**src/rtl/txchain_pkg.sv**
```systemverilog
package txchain_pkg;

    localparam int WORD_W   = 32;
    localparam int HALT_BIT = 17;
    localparam logic [15:0] LINK_KIND = 16'h1001;

    typedef enum logic [2:0] {
        CSR_CTL_SET  = 3'd0,
        CSR_CTL_CLR  = 3'd1,
        CSR_BASE_LO  = 3'd2,
        CSR_BASE_HI  = 3'd3,
        CSR_PEND_ADD = 3'd4
    } csr_sel_e;

    typedef enum logic [1:0] {
        PH_HEAD,
        PH_LNK_LO,
        PH_LNK_HI,
        PH_BODY
    } phase_e;

    typedef enum logic [2:0] {
        ST_IDLE,
        ST_REQ,
        ST_WAIT,
        ST_SEND,
        ST_HALTED,
        ST_DRAIN
    } walk_st_e;

    typedef struct packed {
        logic [15:0] kind;
        logic [15:0] size;
    } rec_head_t;

    typedef struct packed {
        logic              last;
        logic [WORD_W-1:0] data;
    } beat_t;

    // number of 32-bit words a record of the given byte size occupies
    function automatic logic [16:0] words_of(input logic [15:0] size);
        logic [16:0] s;
        s = {1'b0, size} + 17'd3;
        return s >> 2;
    endfunction

endpackage

```
**src/rtl/txchain_csr.sv**
```systemverilog
module txchain_csr
    import txchain_pkg::*;
#(
    parameter int ADDR_W = 64,
    parameter int CNT_W  = 8
) (
    input  logic              clk,
    input  logic              rst,
    input  logic              csr_wr,
    input  logic [2:0]        csr_sel,
    input  logic [WORD_W-1:0] csr_wdata,
    input  logic              take,
    output logic              halt,
    output logic [ADDR_W-1:0] base_addr,
    output logic              pend_nz
);

    localparam int SUM_W = WORD_W + CNT_W + 2;
    localparam logic [SUM_W-1:0] PEND_MAX = SUM_W'((65'd1 << CNT_W) - 65'd1);

    logic              halt_q;
    logic [WORD_W-1:0] lo_q, hi_q;
    logic [CNT_W-1:0]  pend_q, pend_d;
    logic [SUM_W-1:0]  sum;
    logic [63:0]       wide;

    always_comb begin
        sum = SUM_W'(pend_q) - SUM_W'(take);
        if (csr_wr && csr_sel == CSR_PEND_ADD)
            sum = sum + SUM_W'(csr_wdata);
        if (halt_q)
            pend_d = '0;
        else if (sum > PEND_MAX)
            pend_d = PEND_MAX[CNT_W-1:0];
        else
            pend_d = sum[CNT_W-1:0];
    end

    always_ff @(posedge clk) begin
        if (rst) begin
            halt_q <= 1'b1;
            lo_q   <= '0;
            hi_q   <= '0;
            pend_q <= '0;
        end else begin
            pend_q <= pend_d;
            if (csr_wr) begin
                case (csr_sel)
                    CSR_CTL_SET: if (csr_wdata[HALT_BIT]) halt_q <= 1'b1;
                    CSR_CTL_CLR: if (csr_wdata[HALT_BIT]) halt_q <= 1'b0;
                    CSR_BASE_LO: lo_q <= csr_wdata;
                    CSR_BASE_HI: hi_q <= csr_wdata;
                    default: ;
                endcase
            end
        end
    end

    assign wide      = {hi_q, lo_q};
    assign base_addr = wide[ADDR_W-1:0];
    assign halt      = halt_q;
    assign pend_nz   = (pend_q != '0);

endmodule

```
**src/rtl/txchain_walker.sv**
```systemverilog
module txchain_walker
    import txchain_pkg::*;
#(
    parameter int ADDR_W     = 64,
    parameter int PAGE_BYTES = 2048
) (
    input  logic              clk,
    input  logic              rst,
    input  logic              halt,
    input  logic [ADDR_W-1:0] base_addr,
    input  logic              pend_nz,
    output logic              take,
    output logic              mem_req,
    output logic [ADDR_W-1:0] mem_addr,
    input  logic              mem_gnt,
    input  logic              mem_rvalid,
    input  logic [WORD_W-1:0] mem_rdata,
    output logic              rec_valid,
    output logic [WORD_W-1:0] rec_data,
    output logic              rec_last,
    input  logic              rec_ready,
    output logic              link_evt,
    output logic              fault
);

    localparam int OFF_W  = $clog2(PAGE_BYTES);
    localparam int SPAN_W = OFF_W + 20;

    walk_st_e          st;
    phase_e            ph;
    logic [ADDR_W-1:0] fetch_addr;
    logic [16:0]       remain;
    beat_t             beat;
    logic [WORD_W-1:0] lnk_lo;
    logic              link_q, fault_q;

    rec_head_t         head;
    logic [16:0]       words;
    logic [SPAN_W-1:0] span;
    logic              head_bad, is_link;
    logic [63:0]       target;

    always_comb begin
        head     = rec_head_t'(mem_rdata);
        words    = words_of(head.size);
        span     = SPAN_W'(fetch_addr[OFF_W-1:0]) + (SPAN_W'(words) << 2);
        head_bad = (head.size < 16'd4) || (span > SPAN_W'(PAGE_BYTES));
        is_link  = (head.kind == LINK_KIND);
        target   = {mem_rdata, lnk_lo};
    end

    assign take = !halt && st == ST_WAIT && mem_rvalid && ph == PH_HEAD
                  && !head_bad && !is_link;

    always_ff @(posedge clk) begin
        if (rst) begin
            st         <= ST_IDLE;
            ph         <= PH_HEAD;
            fetch_addr <= '0;
            remain     <= '0;
            beat       <= '0;
            lnk_lo     <= '0;
            link_q     <= 1'b0;
            fault_q    <= 1'b0;
        end else begin
            link_q <= 1'b0;
            if (halt) begin
                fetch_addr <= base_addr;
                fault_q    <= 1'b0;
                ph         <= PH_HEAD;
                if (((st == ST_WAIT || st == ST_DRAIN) && !mem_rvalid)
                    || (st == ST_REQ && mem_gnt))
                    st <= ST_DRAIN;
                else
                    st <= ST_IDLE;
            end else begin
                case (st)
                    ST_IDLE: if (pend_nz) begin
                        ph <= PH_HEAD;
                        st <= ST_REQ;
                    end
                    ST_REQ: if (mem_gnt) st <= ST_WAIT;
                    ST_WAIT: if (mem_rvalid) begin
                        case (ph)
                            PH_HEAD: begin
                                if (head_bad) begin
                                    fault_q <= 1'b1;
                                    st      <= ST_HALTED;
                                end else if (is_link) begin
                                    fetch_addr <= fetch_addr + ADDR_W'(4);
                                    ph         <= PH_LNK_LO;
                                    st         <= ST_REQ;
                                end else begin
                                    fetch_addr <= fetch_addr + ADDR_W'(4);
                                    beat       <= '{last: (words == 17'd1), data: mem_rdata};
                                    remain     <= words - 17'd1;
                                    st         <= ST_SEND;
                                end
                            end
                            PH_LNK_LO: begin
                                lnk_lo     <= mem_rdata;
                                fetch_addr <= fetch_addr + ADDR_W'(4);
                                ph         <= PH_LNK_HI;
                                st         <= ST_REQ;
                            end
                            PH_LNK_HI: begin
                                fetch_addr <= target[ADDR_W-1:0];
                                link_q     <= 1'b1;
                                ph         <= PH_HEAD;
                                st         <= ST_IDLE;
                            end
                            default: begin
                                fetch_addr <= fetch_addr + ADDR_W'(4);
                                beat       <= '{last: (remain == 17'd1), data: mem_rdata};
                                remain     <= remain - 17'd1;
                                st         <= ST_SEND;
                            end
                        endcase
                    end
                    ST_SEND: if (rec_ready) begin
                        if (beat.last) begin
                            st <= ST_IDLE;
                        end else begin
                            ph <= PH_BODY;
                            st <= ST_REQ;
                        end
                    end
                    ST_DRAIN: if (mem_rvalid) st <= ST_IDLE;
                    default: ;
                endcase
            end
        end
    end

    assign mem_req   = (st == ST_REQ);
    assign mem_addr  = fetch_addr;
    assign rec_valid = (st == ST_SEND);
    assign rec_data  = beat.data;
    assign rec_last  = beat.last;
    assign link_evt  = link_q;
    assign fault     = fault_q;

endmodule

```
**src/rtl/txchain_fetch.sv**
```systemverilog
module txchain_fetch
    import txchain_pkg::*;
#(
    parameter int ADDR_W     = 64,
    parameter int PAGE_BYTES = 2048,
    parameter int CNT_W      = 8
) (
    input  logic              clk,
    input  logic              rst,
    input  logic              csr_wr,
    input  logic [2:0]        csr_sel,
    input  logic [31:0]       csr_wdata,
    output logic              mem_req,
    output logic [ADDR_W-1:0] mem_addr,
    input  logic              mem_gnt,
    input  logic              mem_rvalid,
    input  logic [31:0]       mem_rdata,
    output logic              rec_valid,
    output logic [31:0]       rec_data,
    output logic              rec_last,
    input  logic              rec_ready,
    output logic              link_evt,
    output logic              fault
);

    logic              halt_w;
    logic [ADDR_W-1:0] base_w;
    logic              pend_nz_w;
    logic              take_w;

    txchain_csr #(.ADDR_W(ADDR_W), .CNT_W(CNT_W)) u_csr (
        .clk       (clk),
        .rst       (rst),
        .csr_wr    (csr_wr),
        .csr_sel   (csr_sel),
        .csr_wdata (csr_wdata),
        .take      (take_w),
        .halt      (halt_w),
        .base_addr (base_w),
        .pend_nz   (pend_nz_w)
    );

    txchain_walker #(.ADDR_W(ADDR_W), .PAGE_BYTES(PAGE_BYTES)) u_walk (
        .clk        (clk),
        .rst        (rst),
        .halt       (halt_w),
        .base_addr  (base_w),
        .pend_nz    (pend_nz_w),
        .take       (take_w),
        .mem_req    (mem_req),
        .mem_addr   (mem_addr),
        .mem_gnt    (mem_gnt),
        .mem_rvalid (mem_rvalid),
        .mem_rdata  (mem_rdata),
        .rec_valid  (rec_valid),
        .rec_data   (rec_data),
        .rec_last   (rec_last),
        .rec_ready  (rec_ready),
        .link_evt   (link_evt),
        .fault      (fault)
    );

endmodule

```
**config.mk**
```make
export PLATFORM = sky130hd
export DESIGN_NAME = txchain_fetch
export DESIGN_NICKNAME = d
export VERILOG_FILES = /design/src/rtl/txchain_pkg.sv /design/src/rtl/txchain_csr.sv /design/src/rtl/txchain_walker.sv /design/src/rtl/txchain_fetch.sv
export SDC_FILE = /design/constraint.sdc
export NUM_CORES = 1
export LEC_CHECK = 0
export BUFFER_PORTS_ARGS = -buffer_cell sky130_fd_sc_hd__buf_2
export CAP_MARGIN = 5
export CELL_PAD_IN_SITES_DETAIL_PLACEMENT = 1
export CELL_PAD_IN_SITES_GLOBAL_PLACEMENT = 2
export CORE_UTILIZATION = 36
export DETAILED_ROUTE_END_ITERATION = 8
export GPL_TIMING_DRIVEN = 0
export PLACE_DENSITY = 0.92
export SETUP_SLACK_MARGIN = 0.2
export SLEW_MARGIN = 20
export SYNTH_ARGS = -nofsm -noshare
export SYNTH_HDL_FRONTEND = slang
export SYNTH_SLANG_ARGS = --single-unit
```
**constraint.sdc**
```tcl
create_clock -name clk -period 16.5 [get_ports clk]
set_clock_uncertainty 0.15 [all_clocks]
set_input_delay 3.3 -clock clk [delete_from_list [all_inputs] [get_ports clk]]
set_output_delay 3.3 -clock clk [all_outputs]
set_load 0.03 [all_outputs]
```
==> run metrics <==
status=finished clean; syn_area_per_cell=about 7.1 um^2; via count=16900; clock-pin slew on the worst setup and hold paths=0.06 ns; Slew @ Worst Pin=about 1.1 ns; Crit path required time=16.77 ns; routed wire length=just under 70000 um; vias in the first global route=about 17000; critical path type=input pin to flop; final setup vio count=0; CP arrival=~13 ns; area fraction of the dominant cell type after synthesis=a little under a third; startpoint types=input pin; Tcrit/Tclk final=a little under 80%; Final min period=12.75 ns; Row Count=73; Wirelength per Cell=24.7 um; number of cells on the worst reg-to-reg path=27; DP HPWL=approximately 52000 um; Seq/Total Area, Yosys=a little under a third; RR Endpoint=u_csr.pend_q[2]$_SDFF_PP0_; Power Density=~75 mW/mm^2; Placed Area=0.0160 mm^2; antenna diode count=0; EDFF count, synth=0; asr flop ratio synth=0%; Place WS=~3.3 ns; cts repair resizes=0; Top Layer Used=met4; slowest CP cell=inv_1; Max clock buf depth=3; Sw Share=between 20% and 30%; height of the die=a little over 200 um; Routed met3 length=roughly 5700 um; synthesized instance count=roughly 2000; Nets=between 2000 and 2500; Initial DRT Pass Iterations=6; post-route design area=about 0.017 mm^2; most common cell in the synthesized netlist=nand2_1; R2R Path Start=u_walk.mem_addr[2]$_SDFFE_PP0P_; Min-Delay Startpoint=u_walk.rec_data[5]$_SDFFE_PP0P_; max incr delay on CP=between 0.7 and 0.8 ns; Min Hold Slack=about 0.30 ns; RSZ-0062 raised after global routing=no; Syn-to-layout area delta=15.6%; CTS tree=yes; Sw Pwr=between 0.0003 and 0.0004 W; endpoints failing hold=0; maximum number of pins on one net before global-route repair=26; top_reg_cell synth=dfxtp_1; Hold Crit Depth=2; max-slew violations=0; H-tree Lvls=1; part of the power in the clock network=between 40 and 50%; flops & latches, synth=~230; Comb power frac=approximately 11%; Initial Util=36.5%; Max IR drop VDD=around 0.065 mV; post-route ant nets=0; Seq pwr share=44.6%; leakage=6.35 nW; Max-cap violations=0; Num CTS Buffers=25; Die ar.=roughly 0.041 mm^2; maximum clock frequency=roughly 0.078 GHz; WL met1=around 29000 um; worst relative slew slack=28.7%; DRC Markers=0; Total GRT Usage=32.4%; vias per cell=between 6 and 7; DR iter-0 viols=about 1600; PortBufs=about 170; final core utilization=42.2%; Hold Crit Class=flop to flop; Power Internal=0.000904 W; Final Wtd Congestion=between 0.9 and 1; worst skew pair latency=slightly below 0.6 ns; antenna violations before repair=1; first-pass GRT wire length=slightly above 100000 um; clk sinks=226; area leader, netlist=dfxtp_1; setup slack after layout=roughly 3.8 ns; share of cells above drive strength 1=a little under an eighth; fill count=between 5000 and 6000; Unique masters post-synth=between 80 and 90; WHS Endpoint=u_walk.rec_data[5]$_SDFFE_PP0P_; Synth area leaders=dfxtp_1, nand2_1, a21oi_1; most frequent CP cell=ha_1; area of the core=around 0.040 mm^2; Post-Route Setup TNS=0 ns; Clock Tree Root=clkbuf_16; Post CTS Setup Buffer Count=0; Die Wd=around 200 um; crit end category=flop; syn nets=2160; hold bufs inserted after CTS=0; Ports=between 150 and 200; GRT overflow=0; met2 WL post-DR=slightly above 30000 um; synthesized area=between 0.01 and 0.015 mm^2; top post-synthesis cells by count=nand2_1, a21oi_1, dfxtp_1, nor2_1, o21ai_0; CP max FO=25; Syn. warnings=0; reg-to-reg slack, setup=approximately 7.3 ns
==> layout by cell type (no fill, tap or decap), types with 9 or more instances in the layout <==
| cell type | instances |
|---|---|
| nand2_1 | 412 |
| and2_1 | 10 |
| clkbuf_1 | 116 |
| clkbuf_16 | 25 |
| a21oi_1 | 260 |
| nor4_1 | 26 |
| o211ai_1 | 29 |
| a211oi_1 | 22 |
| xor2_1 | 22 |
| dfxtp_1 | 226 |
| nand3_1 | 54 |
| o21ai_0 | 110 |
| and3_1 | 20 |
| o221ai_1 | 11 |
| buf_2 | 187 |
| a21o_1 | 20 |
| nor3_1 | 55 |
| ha_1 | 53 |
| o31ai_1 | 11 |
| inv_1 | 54 |
| a31oi_1 | 28 |
| o22ai_1 | 14 |
| o21a_1 | 14 |
| or3_1 | 14 |
| nor2_1 | 167 |
| xnor2_1 | 26 |
| mux2i_1 | 21 |
| a22oi_1 | 9 |
| nand2b_1 | 14 |
| nand4_1 | 25 |
| mux2_2 | 11 |
==> how the worst max path moves through the flow <==
stage	startpoint	endpoint	slack [ns]	cells past startpoint
final	mem_rdata[6]	u_csr.pend_q[2]$_SDFF_PP0_	3.75	32
after detailed placement	mem_rdata[6]	u_csr.pend_q[2]$_SDFF_PP0_	3.34	32
after global routing	mem_rdata[6]	u_csr.pend_q[5]$_SDFF_PP0_	3.37	32
after global placement	mem_rdata[6]	u_csr.pend_q[0]$_SDFF_PP0_	3.53	32
after CTS	mem_rdata[6]	u_csr.pend_q[2]$_SDFF_PP0_	3.90	32
after floorplan	mem_rdata[2]	u_csr.pend_q[0]$_SDFF_PP0_	5.84	31
==> cells by family after synthesis <==
family                     count (synthesis)  synth area share, %
DFF                                      226                 31.2
AOI/OAI and AO/OA                        625                 27.0
and+or+nand+nor                          848                 26.3
buffers and inverters                    198                 5.52
adders and majority gates                 55                 4.85
xor gates and xnor gates                  48                 2.90
muxes                                     32                 2.30
==> metrics by stage <==
step                      power (W)  cells
final                       0.00126   2766
after global placement     0.000703   2722
after CTS                   0.00126   2766
after detailed placement   0.000706   2722
after floorplan            0.000647   2032
after global routing        0.00129   2766
==> flip-flops by register name (all words and copies together) (netlist names), 3 cells and up <==
name	cells
u_csr.hi_q	32
u_walk.lnk_lo	32
u_walk.rec_data	32
u_walk.st	3
u_walk.mem_addr	64
u_walk.remain	17
u_csr.pend_q	8
u_csr.lo_q	32
==> per-layer routing <==
metal,global-route usage [%],vias up
li1,-,7659
met3,5.14,165
met4,14.2,0
met5,0,-
met1,41.8,8255
met2,53.2,823
==> worst max-delay path: cells and delay by family <==
kind | cells | cell delay (ns)
adders and majority gates | 4 | 1.28
xor gates and xnor gates | 1 | 0.41
buffers and inverters | 5 | 1.87
AOI/OAI and AO/OA | 11 | 3.04
and+or+nand+nor | 11 | 3.08
==> layout make-up <==
type	instances	area, um^2	area share (%)
buffer	144	598	3.56
clock buffer	36	697	4.15
clock inverter	8	86.3	0.515
inverter	54	203	1.21
multi-input combinational	1608	9190	54.8
sequential	226	4520	27.0
tap	525	657	3.92
timing repair buffer	165	826	4.92
==> power by group through the flow <==
stage | Sequential [W] | Combinational [W] | Clock [W]
CTS | 0.000562 | 0.000133 | 0.000567
detailed placement | 0.000574 | 0.000132 | 0
finish | 0.000562 | 0.000136 | 0.000563
floorplan | 0.000577 | 0.0000702 | 0
global placement | 0.000573 | 0.000129 | 0
global route | 0.000562 | 0.000145 | 0.000587
Note: power is estimated with default switching activity, not from simulation.
